File: src/rtl/jseq_pkg.sv
package jseq_pkg;
  localparam int BYTE_W   = 8;
  localparam int LEN_W    = 6;
  localparam int MAX_BITS = 1 << LEN_W;
  localparam int CNT_W    = LEN_W + 1;
  localparam int IDX_W    = $clog2(BYTE_W);
  localparam logic [BYTE_W-1:0] STATUS_OK = '0;

  typedef enum logic [2:0] {
    S_COUNT, S_STATUS, S_INFO, S_DATA, S_SHIFT, S_EMIT
  } seq_state_e;

  typedef struct packed {
    logic             capture;
    logic             tms_lvl;
    logic [CNT_W-1:0] nbits;
  } seq_hdr_t;

  // capture flag in bit 7, TMS level in bit 6, length in bits 5..0 (0 = 64)
  function automatic seq_hdr_t decode_hdr(input logic [BYTE_W-1:0] b);
    seq_hdr_t h;
    h.capture = b[BYTE_W-1];
    h.tms_lvl = b[BYTE_W-2];
    h.nbits   = (b[LEN_W-1:0] == '0) ? CNT_W'(MAX_BITS) : {1'b0, b[LEN_W-1:0]};
    return h;
  endfunction
endpackage

File: src/rtl/jseq_tck_gen.sv
module jseq_tck_gen #(
  parameter int DIV_W = 8
) (
  input  logic             clk,
  input  logic             rst_n,
  input  logic             run,
  input  logic [DIV_W-1:0] half_period,
  output logic             tck,
  output logic             rise,
  output logic             fall
);
  logic [DIV_W-1:0] cnt;
  logic             phase_end;

  assign phase_end = run && (cnt == half_period);
  assign rise      = phase_end && !tck;
  assign fall      = phase_end && tck;

  always_ff @(posedge clk) begin
    if (!rst_n || !run) begin
      cnt <= '0;
      tck <= 1'b0;
    end else if (phase_end) begin
      cnt <= '0;
      tck <= ~tck;
    end else begin
      cnt <= cnt + 1'b1;
    end
  end
endmodule

File: src/rtl/jseq_bit_engine.sv
module jseq_bit_engine
  import jseq_pkg::*;
(
  input  logic              clk,
  input  logic              rst_n,
  input  logic              load,
  input  logic [BYTE_W-1:0] load_data,
  input  logic [IDX_W-1:0]  last_idx,
  input  logic              rise,
  input  logic              fall,
  input  logic              tdo,
  output logic              tdi,
  output logic [BYTE_W-1:0] cap_byte,
  output logic              byte_done
);
  logic [BYTE_W-1:0] sh;
  logic [IDX_W-1:0]  idx;
  logic [IDX_W-1:0]  last;

  assign tdi       = sh[0];
  assign byte_done = fall && (idx == last);

  always_ff @(posedge clk) begin
    if (!rst_n) begin
      sh       <= '0;
      idx      <= '0;
      last     <= '0;
      cap_byte <= '0;
    end else if (load) begin
      sh       <= load_data;
      idx      <= '0;
      last     <= last_idx;
      cap_byte <= '0;
    end else begin
      if (rise) cap_byte[idx] <= tdo;
      if (fall) begin
        sh  <= sh >> 1;
        idx <= idx + 1'b1;
      end
    end
  end
endmodule

File: src/rtl/jtag_seq_exec.sv
module jtag_seq_exec
  import jseq_pkg::*;
#(
  parameter int DIV_W = 8
) (
  input  logic              clk,
  input  logic              rst_n,
  input  logic [DIV_W-1:0]  half_period,
  input  logic              in_valid,
  output logic              in_ready,
  input  logic [BYTE_W-1:0] in_data,
  output logic              out_valid,
  input  logic              out_ready,
  output logic [BYTE_W-1:0] out_data,
  output logic              tck,
  output logic              tms,
  output logic              tdi,
  input  logic              tdo
);
  seq_state_e        st;
  logic [BYTE_W-1:0] seq_left;
  logic [CNT_W-1:0]  bits_left;
  logic [CNT_W-1:0]  chunk;
  logic              cap_en;
  logic              tms_q;
  logic              in_fire, out_fire;
  logic              rise, fall, byte_done, run;
  logic [BYTE_W-1:0] cap_byte;
  seq_hdr_t          hdr;

  assign hdr      = decode_hdr(in_data);
  assign chunk    = (bits_left >= CNT_W'(BYTE_W)) ? CNT_W'(BYTE_W) : bits_left;
  assign in_ready = (st == S_COUNT) || (st == S_DATA) ||
                    ((st == S_INFO) && (seq_left != '0));
  assign out_valid = (st == S_STATUS) || (st == S_EMIT);
  assign out_data  = (st == S_EMIT) ? cap_byte : STATUS_OK;
  assign in_fire   = in_valid && in_ready;
  assign out_fire  = out_valid && out_ready;
  assign run       = (st == S_SHIFT);
  assign tms       = tms_q;

  jseq_tck_gen #(.DIV_W(DIV_W)) u_tck (
    .clk(clk), .rst_n(rst_n), .run(run), .half_period(half_period),
    .tck(tck), .rise(rise), .fall(fall)
  );

  jseq_bit_engine u_bits (
    .clk(clk), .rst_n(rst_n),
    .load((st == S_DATA) && in_fire), .load_data(in_data),
    .last_idx(IDX_W'(chunk - 1'b1)),
    .rise(rise), .fall(fall), .tdo(tdo),
    .tdi(tdi), .cap_byte(cap_byte), .byte_done(byte_done)
  );

  always_ff @(posedge clk) begin
    if (!rst_n) begin
      st        <= S_COUNT;
      seq_left  <= '0;
      bits_left <= '0;
      cap_en    <= 1'b0;
      tms_q     <= 1'b0;
    end else begin
      case (st)
        S_COUNT: if (in_fire) begin
          seq_left <= in_data;
          st       <= S_STATUS;
        end
        S_STATUS: if (out_fire) st <= S_INFO;
        S_INFO: begin
          if (seq_left == '0) begin
            st <= S_COUNT;
          end else if (in_fire) begin
            cap_en    <= hdr.capture;
            tms_q     <= hdr.tms_lvl;
            bits_left <= hdr.nbits;
            seq_left  <= seq_left - 1'b1;
            st        <= S_DATA;
          end
        end
        S_DATA: if (in_fire) begin
          bits_left <= bits_left - chunk;
          st        <= S_SHIFT;
        end
        S_SHIFT: if (byte_done) begin
          if (cap_en)                 st <= S_EMIT;
          else if (bits_left == '0)   st <= S_INFO;
          else                        st <= S_DATA;
        end
        S_EMIT: if (out_fire) st <= (bits_left == '0) ? S_INFO : S_DATA;
        default: st <= S_COUNT;
      endcase
    end
  end
endmodule

File: config.mk
export PLATFORM = sky130hd
export DESIGN_NAME = jtag_seq_exec
export DESIGN_NICKNAME = d
export VERILOG_FILES = /design/src/rtl/jseq_pkg.sv /design/src/rtl/jseq_tck_gen.sv /design/src/rtl/jseq_bit_engine.sv /design/src/rtl/jtag_seq_exec.sv
export SDC_FILE = /design/constraint.sdc
export NUM_CORES = 1
export LEC_CHECK = 0
export ABC_AREA = 0
export BUFFER_PORTS_ARGS = -buffer_cell sky130_fd_sc_hd__clkbuf_2
export CAP_MARGIN = 20
export CORE_MARGIN = 2
export CORE_UTILIZATION = 54
export DETAILED_ROUTE_END_ITERATION = 8
export HOLD_SLACK_MARGIN = 0.1
export PLACE_DENSITY = 0.77
export SLEW_MARGIN = 20
export SYNTH_ARGS = -nofsm -noshare
export SYNTH_HDL_FRONTEND = slang
export SYNTH_SLANG_ARGS = --single-unit
export TNS_END_PERCENT = 100
File: constraint.sdc
create_clock -name clk -period 2.2 [get_ports clk]
set_clock_uncertainty 0.05 [all_clocks]
set_input_delay 0 -clock clk [delete_from_list [all_inputs] [get_ports clk]]
set_output_delay 0 -clock clk [all_outputs]
set_load 0.01 [all_outputs]
# Word-level counts from Yosys, hierarchy flattened
# Index checks and enable logic that the tools add are counted.
word_totals:
  output_inout_bits: 13
  in_bits: 21
  ff_bits: 51
  word_cells: 93
op_classes:
  eq_ne: 15
  addsub: 5
  mux: 26
  order_cmp: 3
  n_bitwise: 3
  reduce_logical: 30
op_table:
  columns: ["operator", "count"]
  rows:
  - ["8-bit 2-to-1 mux", 6]
  - ["7-bit 2-to-1 mux", 5]
  - ["3-bit 2-to-1 mux", 8]
  - ["3-bit case mux with 6 select lines", 1]
  - ["8-bit case mux with 2 select lines", 1]
  - ["2-bit inequality test, second input constant", 7]
  - ["7-bit case mux with 2 select lines", 1]
  - ["1-bit logical AND", 9]
  - ["8-bit by 1-bit adder with 8-bit output, second input constant", 1]
  - ["8-bit bitwise mux", 1]
  - ["8-bit == test", 1]
  - ["8-bit zero test", 1]
  - ["4-bit AND reduction", 2]
  - ["8-bit nonzero test", 1]
  - ["8-bit by 1-bit subtractor with 8-bit output, second input constant", 1]
  - ["7-bit by 4-bit >= comparator with 1-bit output, second input constant", 1]
  - ["7-bit zero test", 1]
  - ["7-bit subtractor", 1]
  - ["3-bit by 2-bit == test with 1-bit output, second input constant", 2]
  - ["3-bit == test, second input constant", 2]
  - ["6-bit zero test", 1]
  - ["6-bit AND reduction", 1]
  - ["2-bit nonzero test", 3]
  - ["1-bit logical OR", 4]
  - ["14 further kinds", 20]

# Depth between registers and ports, before layout
# Gate-level depths: netlist (run 1).
logic_depth:
  word_depth: 7
  depth_mapped: 9
  ltp_nobuf: 8

# Hierarchy
# From an unflattened synthesis (run 1), not the netlist that was laid out.
unflattened:
  cells_unflattened: 345
  hier_area_um2: 3081.7
by_module_without_submodules:
  columns: ["module", "seq_area_each_um2", "cells_each", "area_per_inst_um2", "n_inst"]
  rows:
  - ["jtag_seq_exec", 400.4, 197, 1495.2, 1]
  - ["jseq_bit_engine", 440.4, 99, 1108.6, 1]
  - ["jseq_tck_gen", 180.2, 49, 478.0, 1]

# Least setup slack after synthesis (run 1)
# No wires, ideal clock.
synth_path:
  kind: "register to register"
  from: "reg bits_left[3]"
  to: "reg u_bits.last[2]"
  arrival_ps: 1435
  path_slack_ps: 630
  required_ps: 2064
  setup_time_ps: 86
  path_stages_with_launch: 7
  n_path_buf: 1
  period_less_slack_ps: 1570
  path_cell_list: "dfxtp_1 > buf_2 > nor4_4 > nand2_1 > ha_1 > xor2_1 > a211oi_1"
synth_between:
  elab_chain_len: 3
synth_lines:
  columns: ["item", "line_no", "source"]
  rows:
  - ["start: declaration", "jtag_seq_exec.sv:22", "logic [CNT_W-1:0] bits_left;"]
  - ["start signal: assignment", "jtag_seq_exec.sv:75", "bits_left <= hdr.nbits;"]
  - ["start signal: assignment", "jtag_seq_exec.sv:81", "bits_left <= bits_left - chunk;"]
  - ["7-bit by 4-bit >= comparator with 1-bit output", "jtag_seq_exec.sv:32", "assign chunk = (bits_left >= CNT_W'(BYTE_W)) ? CNT_W'(BYTE_W) : bits_left;"]
  - ["7-bit 2-to-1 mux", "jtag_seq_exec.sv:32", null]
  - ["3-bit by 1-bit subtractor with 3-bit output", "jtag_seq_exec.sv:50", ".last_idx(IDX_W'(chunk - 1'b1)),"]
  - ["end signal: assignment", "jseq_bit_engine.sv:32", "last <= last_idx;"]
  - ["end: declaration", "jseq_bit_engine.sv:18", "logic [IDX_W-1:0] last;"]
# Every way passes these cells.
# A chain may end at the register's enable or synchronous reset.

# Final worst setup path (run 1)
layout_path:
  from: "reg u_tck.cnt[0]"
  to: "reg u_bits.idx[2]"
layout_between:
  elab_chain_len: 3
layout_lines:
  columns: ["item", "line_no", "source"]
  rows:
  - ["start: declaration", "jseq_tck_gen.sv:12", "logic [DIV_W-1:0] cnt;"]
  - ["start signal: assignment", "jseq_tck_gen.sv:27", "cnt <= cnt + 1'b1;"]
  - ["8-bit == test", "jseq_tck_gen.sv:15", "assign phase_end = run && (cnt == half_period);"]
  - ["1-bit logical AND", "jseq_tck_gen.sv:15", null]
  - ["1-bit logical AND", "jseq_tck_gen.sv:17", "assign fall = phase_end && tck;"]
  - ["end signal: assignment", "jseq_bit_engine.sv:38", "idx <= idx + 1'b1;"]
  - ["end: declaration", "jseq_bit_engine.sv:17", "logic [IDX_W-1:0] idx;"]
# Every way passes these cells.

==> impl_metrics.yaml, run 1 <==
place:
  portBuffers: 33
  dp.cells: 444
  place_hpwl_mm: 4.616
  gp_congestion: 0.8744
die:
  ios: 34
  die_x_um: 77.35
  die_h_um: 77.35
  initial_core_util: 0.5652
  dieArea_mm2: 0.005983
  core_mm2: 0.005140
  rows: 26
timing:
  min_period_ns: 1.928
  post-route-period-util: 0.8763
  worst_slew_margin_rel: 0.5887
  setup-violations-final: 0
  hold_violations: 0
  rsz0062_at_grt: "no"
  tightest_slew_ns: 0.6147
  slew_viol_final: 0
  fin_tns_setup_ns: 0
  fmax_mhz: 518.7
routing:
  num_vias: 2607
  firstDrtPassIters: 4
  wl_mm: 6.496
  wire_per_inst_um: 14.03
  drc: 0
  antenna_left: 0
  dr.first_iter.drc_count: 133
  vias_per_cell: 5.631
pwr:
  vdd_drop_max_v: 0.0008436
  p_leak_nw: 1.291
  p_per_area_mw_per_mm2: 810.6
status:
  status: "completed"
synthesis:
  syn-num-nets: 379
  synth_seq_cells: 51
  yosysSeqAreaShare: 0.3514
  synth_warnings: 0
  yosys.cell_types.count: 55
  ys.flop_type: "dfxtp_1"
  syn-cell-area_mm2: 0.002905
  synth_edf_count: 0
  async_flop_share: 0
  syn_inst: 351
  avgSynthCellArea_um2: 8.277
global_route:
  busiest_layer: "met2"
  first_global_vias: 2434
  grt_use_met1: 0.3057
  grt_pass1_wl_mm: 11.06
  met2_usage: 0.3713
  met3_usage: 0.04419
  grtUsageTotal: 0.2254
  antenna_found_initial: 0
  grt_max_degree: 25
  grt_overflow: 0
clocking:
  cts_sinks: 51
  cts_tree: "done"
  clk_path_buf_depth: 2
  cts_resized: 0
  cts_root_buffer: "clkbuf_8"
  insertion_delay_ns: 0.31
  clk_pin_slew_ns: 0.09
  post_cts_buffers: 0
  postCtsHoldBufs: 11
  numCtsBuffers: 5
  htree_levels: 2
flow_run:
  cap_violations: 0
critical_path:
  cp.arrival_ns: 2.09
  path_max_fanout: 14
  cp-startpoint: "u_tck.cnt[0]"
  crit_required_ns: 2.36
  worst_setup_path_start_kind: "register"
  timing.rr.start: "u_tck.cnt[0]"
  crit_type: "reg -> reg"
  endpoint_kind: "register"
layout:
  finalNetCount: 420
  area_growth_pct: 14.17
  drive_above_1_share: 0.1654
  finalNonFillerCells: 463
  antenna_cells: 0
worst_hold_path:
  hp-class: "in -> reg"
  hold_start: "out_ready"
==> synthesized netlist by cell type (2+ instances only) <==
master     n  area, um^2
buf_6      2       22.52
nor3b_1    2       15.01
xor2_1    15       131.4
a22oi_1    2       15.01
o21ai_1    6       30.03
nand4_1    4       25.02
nor4_4     4       85.08
a21oi_1   24       120.1
a21o_1     6       45.04
or2_2      3       18.77
nand2_1   27       101.4
conb_1     2       7.510
clkbuf_1   7       26.28
inv_1     13       48.80
and3_1    14       87.58
nor2b_1    2       12.51
nor3_1     5       25.02
a31oi_1    2       12.51
o211ai_1   3       22.52
nor3_2     3       30.03
buf_2      8       40.04
nand3_1   22       110.1
nor2_1    40       150.1
nor4_1     3       18.77
o21a_1     2       15.01
nand3b_1   3       22.52
dfxtp_1   51        1021
xnor2_1    6       52.55
nand4b_1   3       26.28
ha_1       7       87.58
nand2b_1   3       18.77
mux2i_1   15       150.1
o2bb2a_2   3       33.78
o21ai_0   13       65.06
a211oi_1   6       45.04
==> layout make-up <==
type / instances / area, um^2
Timing Repair Buffer: 52 / 335.3
Sequential cell: 51 / 1021
Clock inverter: 1 / 5.005
Clock buffer: 7 / 76.32
Tap cell: 70 / 87.58
Inverter: 14 / 52.55
Multi-Input combinational cell: 268 / 1739
Fill cell: 469 / 1823
==> report_power, final <==
part           switching (mW)  internal (mW)
Combinational           0.603          0.411
Clock                   0.304          0.224
Sequential              0.127           1.02
==> final timing paths <==
check,end,slack [ns],cells after the start
hold / removal,st[0],0.17,5
setup / recovery,u_bits.idx[2],0.27,5
hold reg to reg,u_bits.cap_byte[2],0.41,2
setup reg to reg,u_bits.idx[2],0.27,5
==> cells by family (layout without fill, tap and decap cells) <==
kind of cell	after synthesis	count (layout)	share of synthesized area
adders and majority gates	7	7	0.03015
muxes	15	15	0.05168
and+or+nand+nor	144	144	0.2722
AOI/OAI and AO/OA	79	79	0.1787
buffers and inverters	32	74	0.04996
DFF	51	51	0.3514
xor gates and xnor gates	21	21	0.06331
other	2	2	0.002585
==> stage by stage <==
stage | hold WS (ns) | util | total power [mW] | setup slack (ns) | instance area (um^2)
2_1_floorplan | 0.08601 | - | 1.910 | 0.6298 | 2905
3_3_place_gp | 0.2333 | 0.6081 | 2.131 | 0.3209 | 3126
3_5_place_dp | 0.2379 | 0.6081 | 2.152 | 0.2883 | 3126
4_1_cts | 0.1591 | 0.6453 | 2.690 | 0.2762 | 3317
5_1_grt | 0.2210 | 0.6453 | 2.872 | 0.02996 | 3317
6_report | 0.1672 | 0.6453 | 2.689 | 0.2720 | 3317
==> cell usage in the layout, fill, tap and decap left out, drive strengths merged, types with 3 or more instances in the layout <==
| cell | count |
|---|---|
| a211oi | 6 |
| a21o | 6 |
| a21oi | 24 |
| and3 | 14 |
| buf | 8 |
| clkbuf | 40 |
| dfxtp | 51 |
| dlygate4sd3 | 11 |
| ha | 7 |
| inv | 13 |
| mux2i | 15 |
| nand2 | 28 |
| nand2b | 3 |
| nand3 | 22 |
| nand3b | 3 |
| nand4 | 5 |
| nand4b | 3 |
| nor2 | 41 |
| nor3 | 8 |
| nor4 | 7 |
| o211ai | 3 |
| o21ai | 19 |
| o2bb2a | 3 |
| or2 | 5 |
| xnor2 | 6 |
| xor2 | 15 |
==> critical path: stages (launching register included) <==
cell,delay (ns)
dfxtp_1,0.43
xor2_1,0.13
nor4_4,0.30
nand4_2,0.43
o21a_1,0.32
o21a_1,0.17
==> metal layers <==
layer  wire, um  up-vias
li1           -     1320
met3        234        5
met5          0        -
met2       3149       61
met1       3058     1221
met4         53        0
==> sequential cells by signal, summed over array words and instances, names as in the netlist <==
name / count
u_bits.sh: 8
tms: 1
u_tck.cnt: 8
st: 3
bits_left: 7
u_bits.idx: 3
u_bits.last: 3
seq_left: 8
u_bits.cap_byte: 8
cap_en: 1
u_tck.tck: 1
(Power assumes the default switching activity.)
==> run 2: changes to the inputs <==
- CTS_BUF_LIST: unset -> sky130_fd_sc_hd__clkbuf_16
==> run 2 against run 1 <==
Effect of this change: design area is 1.7% higher; critical path type unchanged; register-to-register slack hardly changed; non-clock buffer count is the same; cell count did not move; global-route usage grew 0.25 points; sequential share of layout area shrank 0.51 points; clock power up 39%; clock-buffer cell count down 2.
==> impl_metrics.yaml, run 2 (synthesized netlist as in run 1, its figures left out) <==
timing:
  slew_viol_final: 0
  tightest_slew_ns: 0.6091
  hold_ws_ns: 0.1872
  post-route-period-util: 0.8768
  fmax_mhz: 518.4
  min_period_ns: 1.929
  hold_violations: 0
  rsz0062_at_grt: "no"
  fin_tns_setup_ns: 0
  setup-violations-final: 0
  worst_slew_margin_rel: 0.5925
pwr:
  power_mw: 2.896
  p_per_area_mw_per_mm2: 858.4
  p_leak_nw: 1.325
  p_clk_frac: 0.254
  combPwrFrac: 0.350
  vdd_drop_max_v: 0.0006705
  pwr-share-seq: 0.396
  p_sw_mw: 1.053
  power_switching_share: 0.3636
  p_int_mw: 1.843
routing:
  wire_per_inst_um: 14.21
  antenna_left: 0
  firstDrtPassIters: 4
  num_vias: 2615
  vias_per_cell: 5.648
  dr.first_iter.drc_count: 125
  wl_mm: 6.577
  drc: 0
flow_run:
  cap_violations: 0
layout:
  finalNetCount: 420
  drive_above_1_share: 0.1654
  fill_cells: 455
  final_common_cell: "dfxtp_1"
  final_cell_mix: "dfxtp_1, nor2_1, clkbuf_2"
  finalNonFillerCells: 463
  fin_util: 0.6563
  antenna_cells: 0
  area_growth_pct: 16.11
worst_hold_path:
  hp-class: "in -> reg"
  min_to: "st[0]"
  hold_depth: 5
  hold_start: "out_ready"
place:
  gp_congestion: 0.8744
  portBuffers: 33
  place_hpwl_mm: 4.616
  dp.cells: 444
status:
  status: "completed"
clocking:
  post_cts_buffers: 0
  insertion_delay_ns: 0.29
  cts_tree: "done"
  cts_sinks: 51
  clk_path_buf_depth: 2
  numCtsBuffers: 5
  htree_levels: 2
  cts_root_buffer: "clkbuf_16"
  clk_pin_slew_ns: 0.07
  cts_resized: 0
die:
  ios: 34
  core_mm2: 0.005140
  die_x_um: 77.35
  rows: 26
  dieArea_mm2: 0.005983
  initial_core_util: 0.5652
  die_h_um: 77.35
critical_path:
  r2r_slack_ns: 0.27
  crit_required_ns: 2.34
  endpoint_kind: "register"
  r2r-end: "u_bits.idx[2]"
  timing.rr.start: "u_tck.cnt[0]"
  worst_setup_path_start_kind: "register"
  crit_type: "reg -> reg"
  reg2reg_depth: 5
  cp.arrival_ns: 2.07
  path_max_fanout: 14
global_route:
  grt_overflow: 0
  grt_max_degree: 25
  first_global_vias: 2441
  grtUsageTotal: 0.2279
  grt_pass1_wl_mm: 11.21
  antenna_found_initial: 0
## run 2: changes by cell type in the layout (fill, tap and decap cells not counted)
cell,delta
clkbuf_16,+5
clkbuf_1,-2
clkbuf_8,-5
inv_1,+2
## run 2: what timing repair did
action                                 4_1_cts  5_1_grt
endpoints found under the hold margin       26        0
hold buffers                                11        0
setup endpoints to repair                    0        0
## run 2: area by class of cell
class                      count  area (um^2)  area share
sequential                    51         1021      0.3027
clock buffer                   5        125.1     0.03709
clock inverter                 3        12.51    0.003709
tap                           70        87.58     0.02596
multi-input combinational    268         1739      0.5156
inverter                      14        52.55     0.01558
timing repair buffer          52        335.3     0.09941
## run 2: worst max-delay path by stage
stage	depth (start not counted)	slack (ns)	startpoint	to
5_1_grt	5	0.04	u_tck.cnt[0]	st[2]
3_5_place_dp	5	0.29	u_tck.cnt[0]	u_bits.idx[2]
2_1_floorplan	6	0.63	bits_left[3]	u_bits.last[2]
6_report	5	0.27	u_tck.cnt[0]	u_bits.idx[2]
4_1_cts	5	0.27	u_tck.cnt[0]	u_bits.idx[2]
3_3_place_gp	5	0.32	u_tck.cnt[0]	u_bits.idx[2]
## run 2: power by group through the flow
stage	logic [mW]	clock network [mW]	registers [mW]
2_1_floorplan	0.789	0	1.12
3_3_place_gp	0.969	0	1.16
3_5_place_dp	0.989	0	1.16
4_1_cts	1.01	0.752	1.14
5_1_grt	1.14	0.784	1.16
6_report	1.01	0.734	1.15
## run 2: metal layers
| metal | wire length (um) | track usage |
|---|---|---|
| met1 | 2982 | 0.3049 |
| met2 | 3180 | 0.3757 |
| met4 | 89 | 0.05893 |
| met3 | 324 | 0.04767 |
| met5 | 0 | 0 |
## run 2: worst max-delay path, cell delays in order, from the launching register on
cell and delay, ns:
dfxtp_1 0.42, xor2_1 0.13, nor4_4 0.30, nand4_2 0.44
o21a_1 0.33, o21a_1 0.17
## run 2: per-stage QoR
step | instance area [um^2] | worst slack (ns)
6_report | 3373 | 0.2710
4_1_cts | 3373 | 0.2684
5_1_grt | 3373 | 0.03640
2_1_floorplan | 2905 | 0.6298
3_5_place_dp | 3126 | 0.2883
3_3_place_gp | 3126 | 0.3209
